File: config.mk
export PLATFORM = sky130hd
export DESIGN_NAME = ldo_seq
export DESIGN_NICKNAME = d
export VERILOG_FILES = /design/src/rtl/ldo_seq_pkg.sv /design/src/rtl/ldo_lvl_decode.sv /design/src/rtl/ldo_stage_fsm.sv /design/src/rtl/ldo_sw_gate.sv /design/src/rtl/ldo_seq.sv
export SDC_FILE = /design/constraint.sdc
export NUM_CORES = 1
export LEC_CHECK = 0
export BUFFER_PORTS_ARGS = -buffer_cell sky130_fd_sc_hd__buf_4
export CAP_MARGIN = 20
export CORE_AREA = 8 8 45 47
export DETAILED_ROUTE_END_ITERATION = 8
export DIE_AREA = 0 0 53 55
export GPL_TIMING_DRIVEN = 0
export PLACE_DENSITY = 0.44
export SKIP_LAST_GASP = 1
export SLEW_MARGIN = 10
export SYNTH_ARGS = -nofsm -noshare
export SYNTH_HDL_FRONTEND = slang
export SYNTH_HIERARCHICAL = 1
export SYNTH_SLANG_ARGS = --single-unit
File: constraint.sdc
create_clock -name clk -period 0.95 [get_ports clk]
set_input_delay 0 -clock clk [delete_from_list [all_inputs] [get_ports clk]]
set_output_delay 0 -clock clk [all_outputs]
set_load 0.01 [all_outputs]
File: src/rtl/ldo_seq_pkg.sv
package ldo_seq_pkg;

    localparam int ILIM_W = 2;

    localparam logic [1:0] LVL_LOW  = 2'b00;
    localparam logic [1:0] LVL_MID  = 2'b01;
    localparam logic [1:0] LVL_HIGH = 2'b10;

    localparam logic [ILIM_W-1:0] ILIM_SOFT = 2'b00;
    localparam logic [ILIM_W-1:0] ILIM_RAMP = 2'b01;
    localparam logic [ILIM_W-1:0] ILIM_FULL = 2'b10;

    typedef enum logic [1:0] {
        RS_OFF  = 2'd0,
        RS_SOFT = 2'd1,
        RS_RAMP = 2'd2,
        RS_FULL = 2'd3
    } reg_state_e;

    typedef enum logic [1:0] {
        GS_FOLLOW = 2'd0,
        GS_GRACE  = 2'd1,
        GS_BLOCK  = 2'd2
    } gate_state_e;

endpackage

File: src/rtl/ldo_lvl_decode.sv
module ldo_lvl_decode
    import ldo_seq_pkg::*;
(
    input  logic [1:0] enl_lvl,
    output logic       lvl_low,
    output logic       lvl_mid,
    output logic       lvl_high
);

    // 11 is not a legal comparator result; treat it as the safe middle band
    always_comb begin
        lvl_low  = 1'b0;
        lvl_mid  = 1'b0;
        lvl_high = 1'b0;
        unique case (enl_lvl)
            LVL_LOW:  lvl_low  = 1'b1;
            LVL_HIGH: lvl_high = 1'b1;
            default:  lvl_mid  = 1'b1;
        endcase
    end

    always_comb begin
        assert ($onehot({lvl_low, lvl_mid, lvl_high}))
            else $error("level decode not one-hot");
    end

endmodule

File: src/rtl/ldo_stage_fsm.sv
module ldo_stage_fsm
    import ldo_seq_pkg::*;
(
    input  logic              clk,
    input  logic              rst_n,
    input  logic              lvl_low,
    input  logic              lvl_high,
    input  logic              vin_ok,
    input  logic              vout_gt_low,
    input  logic              vout_at_90,
    output logic              ldo_on,
    output logic [ILIM_W-1:0] ilim_code
);

    reg_state_e state_q, state_d;

    // Next-state logic
    always_comb begin
        state_d = state_q;
        unique case (state_q)
            RS_OFF: begin
                // start: only a high level with a good supply
                if (lvl_high && vin_ok) state_d = RS_SOFT;
            end
            RS_SOFT: begin
                if (lvl_low)          state_d = RS_OFF;
                else if (vout_at_90)  state_d = RS_FULL;
                else if (vout_gt_low) state_d = RS_RAMP;
            end
            RS_RAMP: begin
                if (lvl_low)         state_d = RS_OFF;
                else if (vout_at_90) state_d = RS_FULL;
            end
            RS_FULL: begin
                if (lvl_low) state_d = RS_OFF;
            end
            default: state_d = RS_OFF;
        endcase
    end

    // State register
    always_ff @(posedge clk or negedge rst_n) begin
        if (!rst_n) state_q <= RS_OFF;
        else        state_q <= state_d;
    end

    // Output decode
    always_comb begin
        ldo_on    = 1'b1;
        ilim_code = ILIM_SOFT;
        unique case (state_q)
            RS_OFF:  ldo_on    = 1'b0;
            RS_SOFT: ilim_code = ILIM_SOFT;
            RS_RAMP: ilim_code = ILIM_RAMP;
            RS_FULL: ilim_code = ILIM_FULL;
            default: ldo_on    = 1'b0;
        endcase
    end

    AST_START_NEEDS_HIGH: assert property (@(posedge clk) disable iff (!rst_n)
        (!ldo_on && !(lvl_high && vin_ok)) |=> !ldo_on);

    AST_LOW_SHUTS_OFF: assert property (@(posedge clk) disable iff (!rst_n)
        lvl_low |=> (!ldo_on && ilim_code == ILIM_SOFT));

    AST_ILIM_LEGAL: assert property (@(posedge clk) disable iff (!rst_n)
        ilim_code != 2'b11);

    AST_FULL_HOLDS: assert property (@(posedge clk) disable iff (!rst_n)
        (ilim_code == ILIM_FULL && !lvl_low) |=> ilim_code == ILIM_FULL);

    AST_RAMP_NO_BACK: assert property (@(posedge clk) disable iff (!rst_n)
        (ilim_code == ILIM_RAMP && !lvl_low) |=> ilim_code != ILIM_SOFT);

    AST_FRESH_START_SOFT: assert property (@(posedge clk) disable iff (!rst_n)
        !ldo_on |=> ilim_code == ILIM_SOFT);

    AST_ON_UNLESS_LOW: assert property (@(posedge clk) disable iff (!rst_n)
        (ldo_on && !lvl_low) |=> ldo_on);

endmodule

File: src/rtl/ldo_sw_gate.sv
module ldo_sw_gate
    import ldo_seq_pkg::*;
#(
    parameter int GRACE_TICKS = 2
) (
    input  logic clk,
    input  logic rst_n,
    input  logic lvl_mid,
    input  logic sw_en,
    input  logic sw_tick,
    output logic sw_allow
);

    localparam int CNT_W = $clog2(GRACE_TICKS + 2);
    localparam logic [CNT_W-1:0] CNT_LIMIT = CNT_W'(GRACE_TICKS);

    gate_state_e      gate_q, gate_d;
    logic [CNT_W-1:0] cnt_q, cnt_d;

    // Next-state logic
    always_comb begin
        gate_d = gate_q;
        cnt_d  = cnt_q;
        unique case (gate_q)
            GS_FOLLOW: begin
                if (lvl_mid) begin
                    gate_d = GS_GRACE;
                    cnt_d  = '0;
                end
            end
            GS_GRACE: begin
                if (!lvl_mid) begin
                    gate_d = GS_FOLLOW;
                    cnt_d  = '0;
                end else if (sw_tick) begin
                    if (cnt_q == CNT_LIMIT) begin
                        gate_d = GS_BLOCK;
                        cnt_d  = '0;
                    end else begin
                        cnt_d = cnt_q + 1'b1;
                    end
                end
            end
            GS_BLOCK: begin
                if (!lvl_mid) gate_d = GS_FOLLOW;
            end
            default: begin
                gate_d = GS_FOLLOW;
                cnt_d  = '0;
            end
        endcase
    end

    // State register
    always_ff @(posedge clk or negedge rst_n) begin
        if (!rst_n) begin
            gate_q <= GS_FOLLOW;
            cnt_q  <= '0;
        end else begin
            gate_q <= gate_d;
            cnt_q  <= cnt_d;
        end
    end

    // Output decode
    always_comb begin
        unique case (gate_q)
            GS_BLOCK: sw_allow = 1'b0;
            default:  sw_allow = sw_en;
        endcase
    end

    AST_BLOCK_AFTER_MID: assert property (@(posedge clk) disable iff (!rst_n)
        (sw_en && !sw_allow) |-> $past(lvl_mid));

    AST_NO_TICK_NO_BLOCK: assert property (@(posedge clk) disable iff (!rst_n)
        (gate_q == GS_GRACE && !sw_tick) |=> gate_q != GS_BLOCK);

    AST_CNT_BOUND: assert property (@(posedge clk) disable iff (!rst_n)
        cnt_q <= CNT_LIMIT);

    AST_RELEASE: assert property (@(posedge clk) disable iff (!rst_n)
        !lvl_mid |=> (sw_allow == sw_en));

endmodule

File: src/rtl/ldo_seq.sv
module ldo_seq
    import ldo_seq_pkg::*;
#(
    parameter int GRACE_TICKS = 2
) (
    input  logic              clk,
    input  logic              rst_n,
    input  logic [1:0]        enl_lvl,
    input  logic              vin_ok,
    input  logic              sw_en,
    input  logic              vout_gt_low,
    input  logic              vout_at_90,
    input  logic              sw_tick,
    output logic              ldo_on,
    output logic              sw_allow,
    output logic [ILIM_W-1:0] ilim_code
);

    logic lvl_low, lvl_mid, lvl_high;

    ldo_lvl_decode u_decode (
        .enl_lvl  (enl_lvl),
        .lvl_low  (lvl_low),
        .lvl_mid  (lvl_mid),
        .lvl_high (lvl_high)
    );

    ldo_stage_fsm u_stage (
        .clk         (clk),
        .rst_n       (rst_n),
        .lvl_low     (lvl_low),
        .lvl_high    (lvl_high),
        .vin_ok      (vin_ok),
        .vout_gt_low (vout_gt_low),
        .vout_at_90  (vout_at_90),
        .ldo_on      (ldo_on),
        .ilim_code   (ilim_code)
    );

    ldo_sw_gate #(
        .GRACE_TICKS (GRACE_TICKS)
    ) u_gate (
        .clk      (clk),
        .rst_n    (rst_n),
        .lvl_mid  (lvl_mid),
        .sw_en    (sw_en),
        .sw_tick  (sw_tick),
        .sw_allow (sw_allow)
    );

    AST_LDO_OFF_IN_RESET: assert property (@(posedge clk)
        !rst_n |-> (!ldo_on && ilim_code == ILIM_SOFT));

endmodule

### Word level (Yosys, flattened, before mapping)

Cells that the tools add are included.

* bits in registers: 6
* latch bits: 0
* RAM bits: 0
* ROM bits: 0
* input bits: 9
* output and inout port bits: 4
* word-level logic and storage cells: 52
* memories kept: 0

* add/sub/neg operators: 1
* multipliers: 0
* divide/modulo/power cells: 0
* order comparisons: 0
* equal/unequal tests: 15
* shift-type cells: 0
* multiplexer cells: 24
* bitwise logic cells: 1
* reductions and logical operators: 8

Operator list (count)
* two-way mux 2 bit: 16
* one-hot mux 2 bit (3 select lines): 2
* == test 2 bit, second input constant: 5
* one-hot mux 2 bit (4 select lines): 1
* AND reduction 4 bit: 2
* logical NOT 2 bit: 3
* inequality test 2 bit, second input constant: 3
* inequality test 3 bit, second input constant: 2
* == test 2 x 1 -> 1 bit, second input constant: 2
* two-way mux 1 bit: 4
* inequality test 4 bit, second input constant: 1
* one-hot mux 2 bit (2 select lines): 1
* inequality test 3 x 2 -> 1 bit, second input constant: 1
* AND reduction 3 bit: 1
* adder 2 x 1 -> 2 bit, second input constant: 1
* inequality test 2 x 1 -> 1 bit, second input constant: 1
* OR reduction 2 bit: 1
* logical AND 1 bit: 1
* NOT 1 bit: 1

### Depth between registers and ports, before layout

Gate-level depths: netlist (run 1).

* depth in word-level cells: 5
* gate-level depth with buffers: 4
* mapped depth without buffers: 4

### Hierarchy

The synthesis (run 1) kept the hierarchy.

Modules (own cells, without submodules)
* ldo_sw_gate: times used 1, cells an instance 18, area an instance 197.7 um2
* ldo_stage_fsm: times used 1, cells an instance 15, area an instance 122.6 um2
* ldo_lvl_decode: times used 1, cells an instance 3, area an instance 13.8 um2

### Worst setup path before layout (run 1)

OpenSTA, ideal clock, no wires.

* kind: register to register
* from: register u_gate.gate_q[1]
* to: register u_gate.cnt_q[1]
* setup time: 0.121 ns
* data arrival time: 0.854 ns
* data required time: 0.829 ns
* setup slack: -0.025 ns
* cell stages (with the launch flop): 4
* path buffers: 0
* period minus slack after synthesis: 0.975 ns
* cell sequence: dfrtp_1 nand2b_4 mux2i_1 a22o_1

* cells in the longest elaborated chain, start to end: 3

RTL lines
* start: declaration: line ldo_sw_gate.sv:17 `gate_state_e gate_q, gate_d;`
* start signal: assignment: line ldo_sw_gate.sv:60 `gate_q <= gate_d;`
* == test 2 x 1 -> 1 bit, or another cell as far along: line ldo_sw_gate.sv:24 `unique case (gate_q)`
* inequality test 3 bit (no line), or another cell as far along
* AND reduction 3 bit (no line)
* end signal: assignment: line ldo_sw_gate.sv:61 `cnt_q <= cnt_d;`
* end: declaration: line ldo_sw_gate.sv:18 `logic [CNT_W-1:0] cnt_q, cnt_d;`

Several ways; a longest one is shown, not always the timed one.
A chain may end at the register's enable or synchronous reset.

### Worst setup path in the final report (run 1)

* from: register u_stage.state_q[1]
* to: register u_stage.state_q[0]

* cells in the longest elaborated chain, start to end: 3

RTL lines
* start: declaration: line ldo_stage_fsm.sv:15 `reg_state_e state_q, state_d;`
* start signal: assignment: line ldo_stage_fsm.sv:44 `else state_q <= state_d;`
* == test 2 x 1 -> 1 bit, or another cell as far along: line ldo_stage_fsm.sv:20 `unique case (state_q)`
* inequality test 4 bit (no line), or another cell as far along
* AND reduction 4 bit (no line)

Several ways; a longest one is shown, not always the timed one.

==> flow_metrics.tcl, run 1 <==
set metrics [dict create \
    status "finished, violations left" \
    violations "negative setup slack" \
    nets 66 \
    timing.final.ws_setup_ps -103 \
    port_buffers 12 \
    fp.dieH_um 55 \
    vias 320 \
    grt_max_degree 7 \
    grt_overflow 0 \
    hold_viol 0 \
    syn_area_per_cell_um2 9.28 \
    critPathCaptureType "flop" \
    reg2reg_depth 4 \
    clock_latency_ps 240 \
    crit_buf_inv 1 \
    required_ps 1080 \
    cp-start-kind "flop" \
    p_per_area_mw_per_mm2 2080 \
    final_util 0.380 \
    synth_edf_count 0 \
    clock_sinks 6 \
    finalCritPeriodShare 1.11 \
    crit_chain "buf_6 > nor3b_2 > o21ai_1 > and3_1" \
    path_depth 4 \
    synthArstFlopShare 1.00 \
    drive_gt1_frac 0.491 \
    cp_max_fo 5 \
    p_total_mw 1.09 \
    cts_tree "done" \
    area_delta_synth_final_pct 57.3 \
    hold_path_class "in2reg" \
    final_cell_mix "11 x buf_4, 6 x dfrtp_1, 4 x buf_6" \
    r2r-end "u_stage/state_q[0]$_DFFE_PN0P_" \
    layout_commonest_cell "buf_4" \
    regToRegSetupSlack_ps -100 \
    grt_pass1_vias 309 \
    antenna_found_initial 0 \
    drt_pre_antenna_iters 4 \
    syn_area_um2 334 \
    synth_ff_type "dfrtp_1" \
    cpMaxStageDelayCell "dfrtp_1" \
    detailedPlace.worstSlack_ps -70.6 \
    slowest_delay_ps 430 \
    ir_drop_v 0.000529 \
    p_leak_nw 0.252 \
    syn_inst 36 \
    grt_first_pass_wirelength_mm 1.30 \
    rsz0062_at_grt "true" \
    fmax_mhz 950 \
    arrival_ps 1180 \
    clock-root-buffer "clkbuf_4" \
    synth.distinct_cells 21 \
    clk_pin_slew_worst_paths_ps 50 \
    gp_congestion 0.686 \
    final_area_um2 526 \
    die_w_um 53 \
    wl_per_cell_um 11.9 \
    relSlewSlack 0.850 \
    fillers 144 \
    cts-buffers-inserted 3 \
    whs_ps 64.9 \
    die_area_mm2 0.00292 \
    via_per_inst 4.51 \
    drtIter0Drc 2 \
    worst_pin_slew_ps 219 \
    initial_core_util 0.241 \
    min_path_cells 3 \
    coreArea_mm2 0.00138 \
    finClkSkew_ps 4.08 \
    drc_errors 0 \
    crit_start "u_stage/state_q[1]$_DFFE_PN0P_" \
    cap_violations 0 \
    cts.path.max_buffers 2 \
    ys.warnings.count 6 \
    ctsHtreeMaxLevel 1 \
    detail-route-antenna-nets 0 \
    ys_seq_area_frac 0.449 \
    dpl_cell_area_um2 444 \
    grt.total_usage 0.0636 \
    ios 13 \
    synth_fp_nets 45 \
    n_antenna_cell 0 \
    crit_family "flip-flops" \
    wirelength_um 846 \
    reg2reg_from "u_stage/state_q[1]$_DFFE_PN0P_" \
    ys_ff_latch 6 \
    rows 14 \
    drv_slew 0 \
    post-dp-hpwl_um 641 \
    setup-violations-final 7 \
    final.min_clock_period_ps 1050 \
    crit_type "reg2reg" \
    crit_end "u_stage/state_q[0]$_DFFE_PN0P_" \
]
area by class of cell:
| type | count | area (um^2) | area share |
|---|---|---|---|
| multi-input cells | 27 | 184 | 0.350 |
| inverters | 2 | 7.51 | 0.0143 |
| plain buffers | 1 | 3.75 | 0.00714 |
| clock buffers | 3 | 22.5 | 0.0429 |
| well taps | 16 | 20.0 | 0.0381 |
| flip-flops and latches | 6 | 150 | 0.286 |
| repair buffers | 16 | 138 | 0.262 |
stage by stage:
step / TNS (ps) / instances
final: -439 / 71
after global routing: -835 / 71
after CTS: -459 / 71
after detailed placement: -151 / 64
after global placement: -78.6 / 64
after floorplan: -7.56 / 36
worst min path at each step:
stage	from	end	slack (ps)
2_1_floorplan	rst_n	u_gate/cnt_q[0]$_DFFE_PN0P_	-300
5_1_grt	enl_lvl[1]	u_stage/state_q[1]$_DFFE_PN0P_	70
3_5_place_dp	rst_n	u_gate/gate_q[1]$_DFFE_PN0P_	-190
4_1_cts	enl_lvl[1]	u_stage/state_q[1]$_DFFE_PN0P_	60
6_report	enl_lvl[1]	u_stage/state_q[1]$_DFFE_PN0P_	60
3_3_place_gp	rst_n	u_gate/gate_q[1]$_DFFE_PN0P_	-190
synth_stat cells, types with 2 or more instances:
| library cell | number | share of area |
|---|---|---|
| o21ai_0 | 3 | 0.045 |
| dfrtp_1 | 6 | 0.45 |
| nand2_1 | 3 | 0.034 |
| a22o_1 | 2 | 0.052 |
| a21oi_1 | 3 | 0.045 |
| inv_1 | 2 | 0.022 |
| nor2_1 | 3 | 0.034 |
cell families (layout without fill, tap and decap cells):
kind of cell / after synthesis / in the layout / synth area share
AOI/OAI and AO/OA: 10 / 10 / 0.180
buffers and inverters: 3 / 22 / 0.0337
DFF: 6 / 6 / 0.449
muxes: 1 / 1 / 0.0300
and+or+nand+nor: 16 / 16 / 0.307
where the power goes:
part,leakage [nW],internal (mW),total (mW),switching [mW]
combinational,0.162,0.313,0.503,0.189
clock,0.0138,0.143,0.237,0.0944
sequential,0.0763,0.301,0.351,0.0506
total,0.252,0.757,1.09,0.334
sequential cells by signal, summed over array words and instances (netlist names):
signal,count
u_gate/gate_q,2
u_gate/cnt_q,2
u_stage/state_q,2
worst min-delay path: stages:
cell and delay, ps:
buf_4 80, nor2_1 60, a21oi_1 120
layer usage:
layer	vias to the layer above	wire length, um	global-route usage
li1	161	-	-
met1	147	385	0.0661
met2	12	342	0.0879
met3	0	118	0.0348
met4	0	0	0.0647
met5	-	0	0
what timing repair did:
item                                    CTS  global route
endpoints found under the setup margin    7             8
hold buffers                              1             0
hold endpoints to repair                  6             0
setup buffers                             3             0
pin swaps                                 3             0
gates resized for setup                   8             3
(Power assumes the default switching activity.)
==> run 2, diff against run 1 <==
Settings changed: ABC_AREA from default to 1, PLACE_DENSITY 0.44 to 0.55.
==> run 2 against run 1 <==
Net effect:
- clock power shrank 8%
- sequential share of layout area shrank 5.9 points
- largest power group unchanged
- sequential cell count is the same
- the run still ends with negative setup slack left
- critical endpoint is now u_gate/gate_q[0]$_DFFE_PN0P_
==> flow_metrics.tcl, run 2 <==
set metrics [dict create \
    ys_ff_latch 6 \
    fp.dieH_um 55 \
    coreArea_mm2 0.00138 \
    drv_slew 0 \
    synth.distinct_cells 14 \
    setup-violations-final 9 \
    reg2reg_depth 6 \
    drtIter0Drc 6 \
    ios 13 \
    relSlewSlack 0.806 \
    initial_core_util 0.336 \
    crit_end "u_gate/gate_q[0]$_DFFE_PN0P_" \
    hold_path_class "in2reg" \
    grt_pass1_vias 463 \
    crit_start "u_gate/gate_q[1]$_DFFE_PN0P_" \
    wirelength_mm 1.05 \
    rows 14 \
    antenna_found_initial 0 \
    crit_chain "inv_2 > nor2_4 > nand2_1 > nand2_1 > o21bai_1 > nand2_1" \
    ys.warnings.count 6 \
    ys_seq_area_frac 0.323 \
    place_inst 104 \
    path_depth 6 \
    reg.largest.list "u_gate/cnt_q: 2 flops, u_gate/gate_q: 2 flops, u_stage/state_q: 2 flops" \
    synth_edf_count 0 \
    p_per_area_mw_per_mm2 2730 \
    cpMaxStageDelayCell "dfrtp_1" \
    arrival_ps 1160 \
    timing.final.ws_setup_ps -94.5 \
    worst_pin_slew_ps 290 \
    swShare 0.454 \
    required_ps 1070 \
    syn_area_um2 465 \
    ir_drop_v 0.00138 \
    clk_pin_slew_worst_paths_ps 40 \
    vias 486 \
    critPathCaptureType "flop" \
    grt_overflow 0 \
    die_w_um 53 \
    whs_ps 88.1 \
    crit_buf_inv 1 \
    drive_gt1_frac 0.404 \
    final_cell_mix "22 x nand2_1, 12 x buf_4, 10 x nor2_1, 9 x inv_1, 7 x nand3_1" \
    crit_type "reg2reg" \
    final_util 0.490 \
    p_total_mw 1.85 \
    synthArstFlopShare 1.00 \
    grt.total_usage 0.0785 \
    fmax_mhz 957 \
    area_delta_synth_final_pct 45.7 \
    finClkSkew_ps 3.26 \
    seq_power_share 0.296 \
    cts_tree "done" \
    synth_area_leaders "dfrtp_1 32%, nand2_1 20%, nor2_1 9.7%, nand3_1 8.6%, inv_1 8.1%" \
    grt_max_degree 7 \
    status "finished, violations left" \
    cap_violations 0 \
    synth_most_common_cell "nand2_1" \
    finalCritPeriodShare 1.10 \
    via_per_inst 4.42 \
    regToRegSetupSlack_ps -90 \
    synth_ff_type "dfrtp_1" \
    critPathMostFrequentCell "nand2_1" \
    internal_power_mw 1.01 \
    drc_errors 0 \
    cp-start-kind "flop" \
    grt_first_pass_wirelength_mm 1.79 \
    nets 105 \
    post-dp-hpwl_um 802 \
    syn_area_per_cell_um2 6.12 \
    synth_area_leader_cell "dfrtp_1" \
    layout_commonest_cell "nand2_1" \
    slowest_delay_ps 430 \
    cts-buffers-inserted 3 \
    port_buffers 12 \
    p_leak_nw 0.364 \
    synth_fp_nets 85 \
    combPwrFrac 0.587 \
    cts.path.max_buffers 2 \
    p_clk_frac 0.118 \
    die_area_mm2 0.00292 \
    rsz0062_at_grt "true" \
    detail-route-antenna-nets 0 \
    clock_latency_ps 230 \
    clock-root-buffer "clkbuf_4" \
    power.switching_uw 840 \
    cp_max_fo 3 \
    synth_top_area_share 0.323 \
    drt_pre_antenna_iters 3 \
    gp_congestion 0.744 \
    wl_per_cell_um 9.51 \
    reg2reg_from "u_gate/gate_q[1]$_DFFE_PN0P_" \
    crit_family "flip-flops" \
    violations "negative setup slack" \
    clock_sinks 6 \
    r2r-end "u_gate/gate_q[0]$_DFFE_PN0P_" \
    hold_viol 0 \
    ctsHtreeMaxLevel 1 \
    syn_inst 76 \
    final.min_clock_period_ps 1040 \
    n_antenna_cell 0 \
    finalNonFillerCells 110 \
    netlist_top_cells_count "25 x nand2_1, 12 x nor2_1, 10 x inv_1" \
]
==> run 2: cell types whose count changed after synthesis, moves of 4 or more <==
cell / previous run / this run
nand2_1: 3 / 25
nor2_1: 3 / 12
inv_1: 2 / 10
nand3_1: 1 / 8
inv_2: 0 / 4
==> run 2: layout make-up <==
| cell class | instances | area, um^2 |
|---|---|---|
| fill | 149 | 706 |
| multi-input combinational | 55 | 300 |
| sequential | 6 | 154 |
| timing repair buffer | 15 | 123 |
| inverter | 14 | 55.1 |
| clock buffer | 3 | 22.5 |
| tap | 16 | 20.0 |
| buffer | 1 | 3.75 |
==> run 2: worst min path at each step <==
stage	cells after the start	start	slack, ps	endpoint
global placement	1	rst_n	-190	u_gate/cnt_q[1]$_DFFE_PN0P_
global route	4	vout_gt_low	100	u_stage/state_q[0]$_DFFE_PN0P_
floorplan	0	rst_n	-300	u_gate/cnt_q[0]$_DFFE_PN0P_
detailed placement	1	rst_n	-190	u_gate/cnt_q[1]$_DFFE_PN0P_
CTS	4	vout_gt_low	80	u_stage/state_q[0]$_DFFE_PN0P_
finish	4	vout_gt_low	90	u_stage/state_q[0]$_DFFE_PN0P_
==> run 2: cell families (layout without fill, tap and decap cells) <==
| kind of cell | Yosys count | after routing | synth area share |
|---|---|---|---|
| compound gates | 3 | 3 | 0.0376 |
| buf+inv | 15 | 33 | 0.121 |
| flops | 6 | 6 | 0.323 |
| simple gates | 52 | 52 | 0.519 |
==> run 2: worst reg2reg max path, delay by kind of cell (launching register included) <==
kind | cells | cell delay [ps]
AO/OA/AOI/OAI | 1 | 130
AND/OR/NAND/NOR | 4 | 250
flip-flops | 1 | 430
buffers and inverters | 1 | 120
==> run 2: what timing repair did <==
action,4_1_cts,5_1_grt
gates resized for setup,6,11
setup buffers,1,1
endpoints found under the hold margin,6,0
pin swaps,4,5
setup endpoints to repair,9,10
hold buffers,1,0
==> run 2: through the flow <==
step	setup WS, ps	TNS (ps)	cell area, um^2
2_1_floorplan	-13.8	-18.8	465
3_3_place_gp	-88.7	-413	576
3_5_place_dp	-84.1	-386	576
4_1_cts	-85.2	-441	636
5_1_grt	-161	-1220	678
6_report	-94.5	-539	678
==> run 2: layer usage <==
metal,up-vias,global-route usage,routed length (um)
li1,266,-,-
met1,213,0.0894,462
met2,7,0.131,543
met3,0,0.0321,40
met4,0,0.0259,0
met5,-,0,0
==> run 2: power by group through the flow <==
stage	clock network (mW)	registers, mW	logic [mW]
2_1_floorplan	0	0.464	0.653
3_3_place_gp	0	0.492	0.879
3_5_place_dp	0	0.490	0.881
4_1_cts	0.231	0.508	0.969
5_1_grt	0.254	0.568	1.22
6_report	0.218	0.547	1.09
